===== src/rtl/ncr_pkg.sv =====
package ncr_pkg;
  localparam int DMA_W   = 3;
  localparam int PAGE_W  = 2;
  localparam int REG_W   = 3 + DMA_W + PAGE_W;
  localparam int STOP_B  = 0;
  localparam int START_B = 1;
  localparam int TXRQ_B  = 2;
  localparam int DMA_LSB = 3;
  localparam int PG_LSB  = DMA_LSB + DMA_W;

  typedef enum logic [1:0] {
    RS_RUN   = 2'd0,
    RS_DRAIN = 2'd1,
    RS_HALT  = 2'd2
  } run_state_e;
endpackage


===== src/rtl/ncr_cmd_bits.sv =====
module ncr_cmd_bits
  import ncr_pkg::*;
(
  input  logic              clk,
  input  logic              rst_n,
  input  logic              wr,
  input  logic [REG_W-1:0]  wdata,
  input  logic              tx_fin,
  output logic              stop_q,
  output logic              start_q,
  output logic              txrq_q,
  output logic [DMA_W-1:0]  dma_q,
  output logic [PAGE_W-1:0] page_q
);
  logic start_next;

  // start survives a stop write when it was already set
  always_comb begin
    start_next = wdata[START_B] | (wdata[STOP_B] & start_q);
  end

  always_ff @(posedge clk or negedge rst_n) begin
    if (!rst_n) begin
      stop_q  <= 1'b1;
      start_q <= 1'b0;
      dma_q   <= '0;
      page_q  <= '0;
    end else if (wr) begin
      stop_q  <= wdata[STOP_B];
      start_q <= start_next;
      dma_q   <= wdata[DMA_LSB +: DMA_W];
      page_q  <= wdata[PG_LSB +: PAGE_W];
    end
  end

  // set-only from the host, cleared by the transmit engine; set wins
  always_ff @(posedge clk or negedge rst_n) begin
    if (!rst_n)                      txrq_q <= 1'b0;
    else if (wr && wdata[TXRQ_B])    txrq_q <= 1'b1;
    else if (tx_fin)                 txrq_q <= 1'b0;
  end
endmodule


===== src/rtl/ncr_run_seq.sv =====
module ncr_run_seq
  import ncr_pkg::*;
(
  input  logic clk,
  input  logic rst_n,
  input  logic stop_q,
  input  logic start_q,
  input  logic rx_busy,
  input  logic tx_busy,
  input  logic flag_clr,
  output logic online,
  output logic rst_flag
);
  run_state_e state_q, state_d;
  logic       idle;
  logic       enter_halt;

  assign idle       = !rx_busy && !tx_busy;
  assign enter_halt = (state_q == RS_DRAIN) && idle;

  always_comb begin
    state_d = state_q;
    unique case (state_q)
      RS_RUN:   if (stop_q)              state_d = RS_DRAIN;
      RS_DRAIN: if (idle)                state_d = RS_HALT;
      RS_HALT:  if (!stop_q && start_q)  state_d = RS_RUN;
      default:                           state_d = RS_HALT;
    endcase
  end

  always_ff @(posedge clk or negedge rst_n) begin
    if (!rst_n) state_q <= RS_HALT;
    else        state_q <= state_d;
  end

  always_ff @(posedge clk or negedge rst_n) begin
    if (!rst_n)          rst_flag <= 1'b1;
    else if (enter_halt) rst_flag <= 1'b1;
    else if (flag_clr)   rst_flag <= 1'b0;
  end

  assign online = (state_q == RS_RUN) && start_q && !stop_q;
endmodule


===== src/rtl/ncr_page_dec.sv =====
module ncr_page_dec
  import ncr_pkg::*;
#(
  parameter int NUM_PAGES = 3
) (
  input  logic [PAGE_W-1:0]    page,
  output logic [NUM_PAGES-1:0] hit
);
  for (genvar g = 0; g < NUM_PAGES; g++) begin : g_page
    assign hit[g] = (page == PAGE_W'(g));
  end
endmodule


===== src/rtl/ncr_cmd_top.sv =====
module ncr_cmd_top
  import ncr_pkg::*;
#(
  parameter int NUM_PAGES = 3
) (
  input  logic                 clk,
  input  logic                 rst_n,
  input  logic                 reg_wr,
  input  logic [REG_W-1:0]     reg_wdata,
  output logic [REG_W-1:0]     reg_rdata,
  input  logic                 rstf_clr,
  input  logic                 tx_done,
  input  logic                 tx_abort,
  input  logic                 rx_busy,
  input  logic                 tx_busy,
  output logic                 online,
  output logic                 tx_go,
  output logic                 rst_flag,
  output logic [DMA_W-1:0]     dma_cmd,
  output logic [NUM_PAGES-1:0] page_hit
);
  logic              stop_q, start_q, txrq_q;
  logic [DMA_W-1:0]  dma_q;
  logic [PAGE_W-1:0] page_q;

  ncr_cmd_bits u_bits (
    .clk     (clk),
    .rst_n   (rst_n),
    .wr      (reg_wr),
    .wdata   (reg_wdata),
    .tx_fin  (tx_done | tx_abort),
    .stop_q  (stop_q),
    .start_q (start_q),
    .txrq_q  (txrq_q),
    .dma_q   (dma_q),
    .page_q  (page_q)
  );

  ncr_run_seq u_seq (
    .clk      (clk),
    .rst_n    (rst_n),
    .stop_q   (stop_q),
    .start_q  (start_q),
    .rx_busy  (rx_busy),
    .tx_busy  (tx_busy),
    .flag_clr (rstf_clr),
    .online   (online),
    .rst_flag (rst_flag)
  );

  ncr_page_dec #(.NUM_PAGES(NUM_PAGES)) u_pdec (
    .page (page_q),
    .hit  (page_hit)
  );

  assign reg_rdata = {page_q, dma_q, txrq_q, start_q, stop_q};
  assign dma_cmd   = dma_q;
  assign tx_go     = txrq_q && online;
endmodule


===== config.mk =====
export PLATFORM = sky130hd
export DESIGN_NAME = ncr_cmd_top
export DESIGN_NICKNAME = d
export VERILOG_FILES = /design/src/rtl/ncr_pkg.sv /design/src/rtl/ncr_cmd_bits.sv /design/src/rtl/ncr_run_seq.sv /design/src/rtl/ncr_page_dec.sv /design/src/rtl/ncr_cmd_top.sv
export SDC_FILE = /design/constraint.sdc
export NUM_CORES = 1
export LEC_CHECK = 0
export ABC_AREA = 1
export CORE_UTILIZATION = 38
export DETAILED_ROUTE_END_ITERATION = 8
export GPL_TIMING_DRIVEN = 0
export PLACE_DENSITY = 0.81
export SLEW_MARGIN = 10
export SYNTH_ARGS = -nofsm -noshare
export SYNTH_HDL_FRONTEND = slang
export SYNTH_SLANG_ARGS = --single-unit

===== constraint.sdc =====
create_clock -name clk -period 1.9 [get_ports clk]
set_clock_uncertainty 0.2 [all_clocks]
set_input_delay 0.19 -clock clk [delete_from_list [all_inputs] [get_ports clk]]
set_output_delay 0.19 -clock clk [all_outputs]
set_load 0.03 [all_outputs]

Yosys cells after proc, flatten, opt, wreduce, memory -nomap -nowiden
Index checks and enable logic that the tools add are counted.
{"block": "op_classes", "addsub": 0, "mul": 0, "n_div": 0, "n_lt_le_gt_ge": 0, "n_eq_ne": 7, "shift": 0, "muxes": 8, "bitwise_logic": 3, "reduce_logical": 15}
{"cell": "logical AND 1 bit", "count": 7}
{"cell": "2-to-1 mux 2 bit", "count": 3}
{"cell": "one-hot mux 2 bit (3 select lines)", "count": 1}
{"cell": "== test 2 x 1 -> 1 bit, second input constant", "count": 2}
{"cell": "== test 2 bit, second input constant", "count": 2}
{"cell": "zero test 2 bit", "count": 2}
{"cell": "2-to-1 mux 1 bit", "count": 4}
{"cell": "!= test 2 x 1 -> 1 bit, second input constant", "count": 2}
{"cell": "nonzero test 2 bit", "count": 2}
{"cell": "zero test 1 bit", "count": 3}
{"cell": "AND reduction 3 bit", "count": 1}
{"cell": "!= test 2 bit, second input constant", "count": 1}
{"cell": "bitwise OR 1 bit", "count": 2}
{"cell": "bitwise AND 1 bit", "count": 1}
{"block": "word_totals", "ff_bits": 11, "latchBits": 0, "ram_bits": 0, "romBits": 0, "in_bits": 16, "out_inout_bits": 17, "word_cells": 40, "mem_count": 0}

Longest topological paths before layout
{"block": "depth", "depth_word": 4, "mapped_depth": 4, "depth_no_buf": 4}

Cells and area by module
A second synthesis with hierarchy kept.
{"block": "hier_totals", "cells_unflattened": 70, "hier_area_um2": 548.0}
{"module": "ncr_cmd_bits", "n_inst": 1, "cells_each": 34, "area_each_um2": 315.3, "seq_area_each_um2": 201.4}
{"module": "ncr_run_seq", "n_inst": 1, "cells_each": 20, "area_each_um2": 150.1, "seq_area_each_um2": 77.6}
{"module": "ncr_cmd_top", "n_inst": 1, "cells_each": 11, "area_each_um2": 63.8, "seq_area_each_um2": 0.0}
{"module": "ncr_page_dec", "n_inst": 1, "cells_each": 5, "area_each_um2": 18.8, "seq_area_each_um2": 0.0}

Worst setup path before layout
OpenSTA, ideal clock, no wires.
{"block": "synth_timing", "path_type": "register to output", "startpoint": "register u_bits.page_q[0]", "endpoint": "output port page_hit[1]", "arrival_ps": 1047, "t_required_ps": 1510, "slack_ps": 463, "path_stages_with_launch": 3, "n_path_buf": 0, "cell_sequence": "dfrtp_1 inv_1 nor2_1"}
{"block": "synth_via", "elab_chain_cells": 1}
{"element": "from (decl)", "line": "ncr_cmd_bits.sv:13", "rtl": "output logic [PAGE_W-1:0] page_q"}
{"element": "from (signal assigned)", "line": "ncr_cmd_bits.sv:32", "rtl": "page_q <= wdata[PG_LSB +: PAGE_W];"}
{"element": "== test 2 x 1 -> 1 bit", "line": "ncr_page_dec.sv:10", "rtl": "assign hit[g] = (page == PAGE_W'(g));"}
{"element": "to (decl)", "line": "ncr_cmd_top.sv:20", "rtl": "output logic [NUM_PAGES-1:0] page_hit"}
No other way between the ends.

Worst setup path in the final report
{"block": "layout_timing", "startpoint": "register u_bits.dma_q[0]", "endpoint": "output port reg_rdata[3]"}
{"element": "from (decl)", "line": "ncr_cmd_bits.sv:12", "rtl": "output logic [DMA_W-1:0] dma_q,"}
{"element": "from (signal assigned)", "line": "ncr_cmd_bits.sv:31", "rtl": "dma_q <= wdata[DMA_LSB +: DMA_W];"}
{"element": "to (decl)", "line": "ncr_cmd_top.sv:10", "rtl": "output logic [REG_W-1:0] reg_rdata,"}
No word-level cell between the ends.

==> results.json <==
{
  "ff2ff_path_depth": 4,
  "clkLatencyLatePin_ns": 0.27,
  "n_antenna_cell": 0,
  "vdd_drop_max_mv": 0.518,
  "h-tree-depth": 1,
  "fin_crit_ns": 1.80,
  "grt_overflow": 0,
  "clkSinkCount": 11,
  "rsz0062_at_grt": "false",
  "wirelength_um": 1180,
  "critPathLaunchType": "flop",
  "slowest_stage": "clkdlybuf4s50_1",
  "worst_pin_slew_ns": 0.498,
  "grt_pass1_vias": 436,
  "start_util": 0.414,
  "cts_buffers": 3,
  "syn_inst": 63,
  "dpl.hpwl_um": 936,
  "max_freq_ghz": 0.555,
  "hold_viol": 0,
  "drive_above_1_share": 0.232,
  "cp_num_buf_inv": 2,
  "coreArea_sq_um": 1330,
  "cts_tree": "yes",
  "synth_nets": 79,
  "cts_root_buf": "clkbuf_4",
  "setup_tns_ns": 0,
  "nNetsFinal": 116,
  "cp_top_family": "buffers and inverters",
  "ys_seq_area_frac": 0.506,
  "grtUsageTotal": 0.186,
  "fillCellCount": 125,
  "r2r_setup_slack_ns": 0.83,
  "power.leakage_nw": 0.485,
  "cp_slowest_stage_delay_ns": 0.65,
  "drc": 0,
  "drt-initial-drc-count": 5,
  "ys_types": 17,
  "num_io_pins": 33,
  "die-width_um": 40.1,
  "reg2reg_from": "u_bits.stop_q",
  "timing.final.crit_share": 0.949,
  "slew_headroom": 0.667,
  "antenna_found_initial": 0,
  "slew_violations": 0,
  "cp_max_fo": 3,
  "syn_area_sq_um": 552,
  "critPathArrivalTime_ns": 1.41,
  "status": "finished clean",
  "grt_pass1_wl_um": 1780,
  "ff_latch_area_sq_um": 279,
  "grt_max_degree": 12,
  "critical_path_class": "flop to output pin",
  "worstHoldPathType": "input port to asynchronous set/reset pin",
  "drt.antenna.violating_nets": 0,
  "avgSynthCellArea_sq_um": 8.76,
  "p_per_area_nw_per_um2": 879,
  "maxCapViolCount": 0,
  "r2r-end": "u_seq.state_q[1]",
  "syn_to_final_growth_pct": 67.1,
  "wire_per_inst_um": 10.3,
  "row_count": 13,
  "die-height_um": 40.1,
  "clk_pin_slew_ns": 0.07,
  "place_congestion": 0.673,
  "multi_input_area_sq_um": 186,
  "pre_cts_ws_ns": 0.185,
  "setup_ws_ns": 0.0972,
  "synth-seq-cells": 11,
  "cts_buffer_depth": 2,
  "setup_viol": 0,
  "via_per_inst": 4.58,
  "die-area_sq_um": 1610,
  "required_ns": 1.51,
  "num_vias": 522,
  "io_buffers": 32,
  "crit_chain": "buf_4, clkdlybuf4s50_1",
  "yosysWarnings": 0,
  "drt_pass1_iterations": 3,
  "final_util": 0.691,
  "crit_path_end_kind": "output pin"
}
-- cell type report --
class | instances | area share
plain buffers | 7 | 0.0611
clock buffers | 4 | 0.0285
inverters | 8 | 0.0326
multi-input cells | 37 | 0.202
flip-flops and latches | 11 | 0.303
well taps | 15 | 0.0204
repair buffers | 32 | 0.353
-- repair_timing --
action,CTS,global route
setup buffers,0,0
endpoints found under the setup margin,4,4
gates resized for setup,4,4
hold buffers,0,0
-- worst max path at each step --
| stage | start | end | slack, ns | cells past startpoint |
|---|---|---|---|---|
| after detailed placement | u_seq.state_q[0] | tx_go | 0.19 | 4 |
| after global routing | u_bits.dma_q[0] | reg_rdata[3] | 0.02 | 2 |
| after global placement | u_seq.state_q[0] | tx_go | 0.20 | 4 |
| after floorplan | u_bits.page_q[0] | page_hit[1] | 0.46 | 2 |
| after CTS | u_bits.page_q[0] | page_hit[0] | 0.02 | 2 |
| final | u_bits.dma_q[0] | reg_rdata[3] | 0.1 | 2 |
-- flip-flops by register name (all words and copies together) (netlist names) --
signal          cells
u_bits.txrq_q       1
u_bits.stop_q       1
u_bits.dma_q        3
u_seq.rst_flag      1
u_bits.start_q      1
u_seq.state_q       2
u_bits.page_q       2
-- placed cells by master (no fill, tap or decap), types with 2 or more instances in the layout --
cell             Yosys  layout
nand3_1              3       3
inv_2                2       2
clkdlybuf4s50_1      0      24
o21ai_2              4       4
buf_4                6       6
nand2_1             17      17
clkbuf_4             0       3
dfstp_2              3       3
dfrtp_1              8       8
nor2_1               4       4
o21ai_0              2       2
nand2_2              2       2
dlygate4sd2_1        0       4
inv_1                6       6
dlymetal6s2s_1       0       4
-- per-stage QoR --
stage | cells | cell area [sq um] | hold WS (ns) | total power, mW
2_1_floorplan | 63 | 552 | -0.306 | 0.526
3_3_place_gp | 110 | 891 | 0.257 | 0.654
3_5_place_dp | 110 | 891 | 0.261 | 0.664
4_1_cts | 114 | 912 | 0.0597 | 0.822
5_1_grt | 114 | 922 | 0.0652 | 0.869
6_report | 114 | 922 | 0.0505 | 0.810
-- cells by family (layout without fill, tap and decap cells) --
family,after synthesis,count (layout),synth area share
AND/OR/NAND/NOR,29,29,0.234
buffers and inverters,15,51,0.156
flip-flops,11,11,0.506
AO/OA/AOI/OAI,8,8,0.104
-- Yosys cell counts --
cell type | number | area share
nand2_1 | 17 | 0.12
dfrtp_1 | 8 | 0.36
buf_4 | 6 | 0.082
inv_1 | 6 | 0.041
nor2_1 | 4 | 0.027
o21ai_2 | 4 | 0.063
dfstp_2 | 3 | 0.14
nand3_1 | 3 | 0.027
inv_2 | 2 | 0.014
nand2_2 | 2 | 0.023
o21ai_0 | 2 | 0.018
buf_6 | 1 | 0.020
nor2_2 | 1 | 0.011
nor3_2 | 1 | 0.018
o21ai_1 | 1 | 0.0091
o21bai_1 | 1 | 0.014
or2_0 | 1 | 0.011
-- power by group --
part           leakage, nW  switching [mW]  internal, mW
sequential           0.128          0.0340         0.290
combinational        0.342           0.182         0.141
clock               0.0150          0.0826        0.0813
total                0.485           0.298         0.512
-- layer usage --
layer  part of all wire  vias up  global-route usage  wire length, um
met5                  0        -                   0                0
met4              0.016        0               0.155               19
met3              0.076        2              0.0889               90
met2               0.52       24               0.302              611
met1               0.39      234               0.175              457
li1                   -      262                   -                -
(Power assumes the default switching activity.)
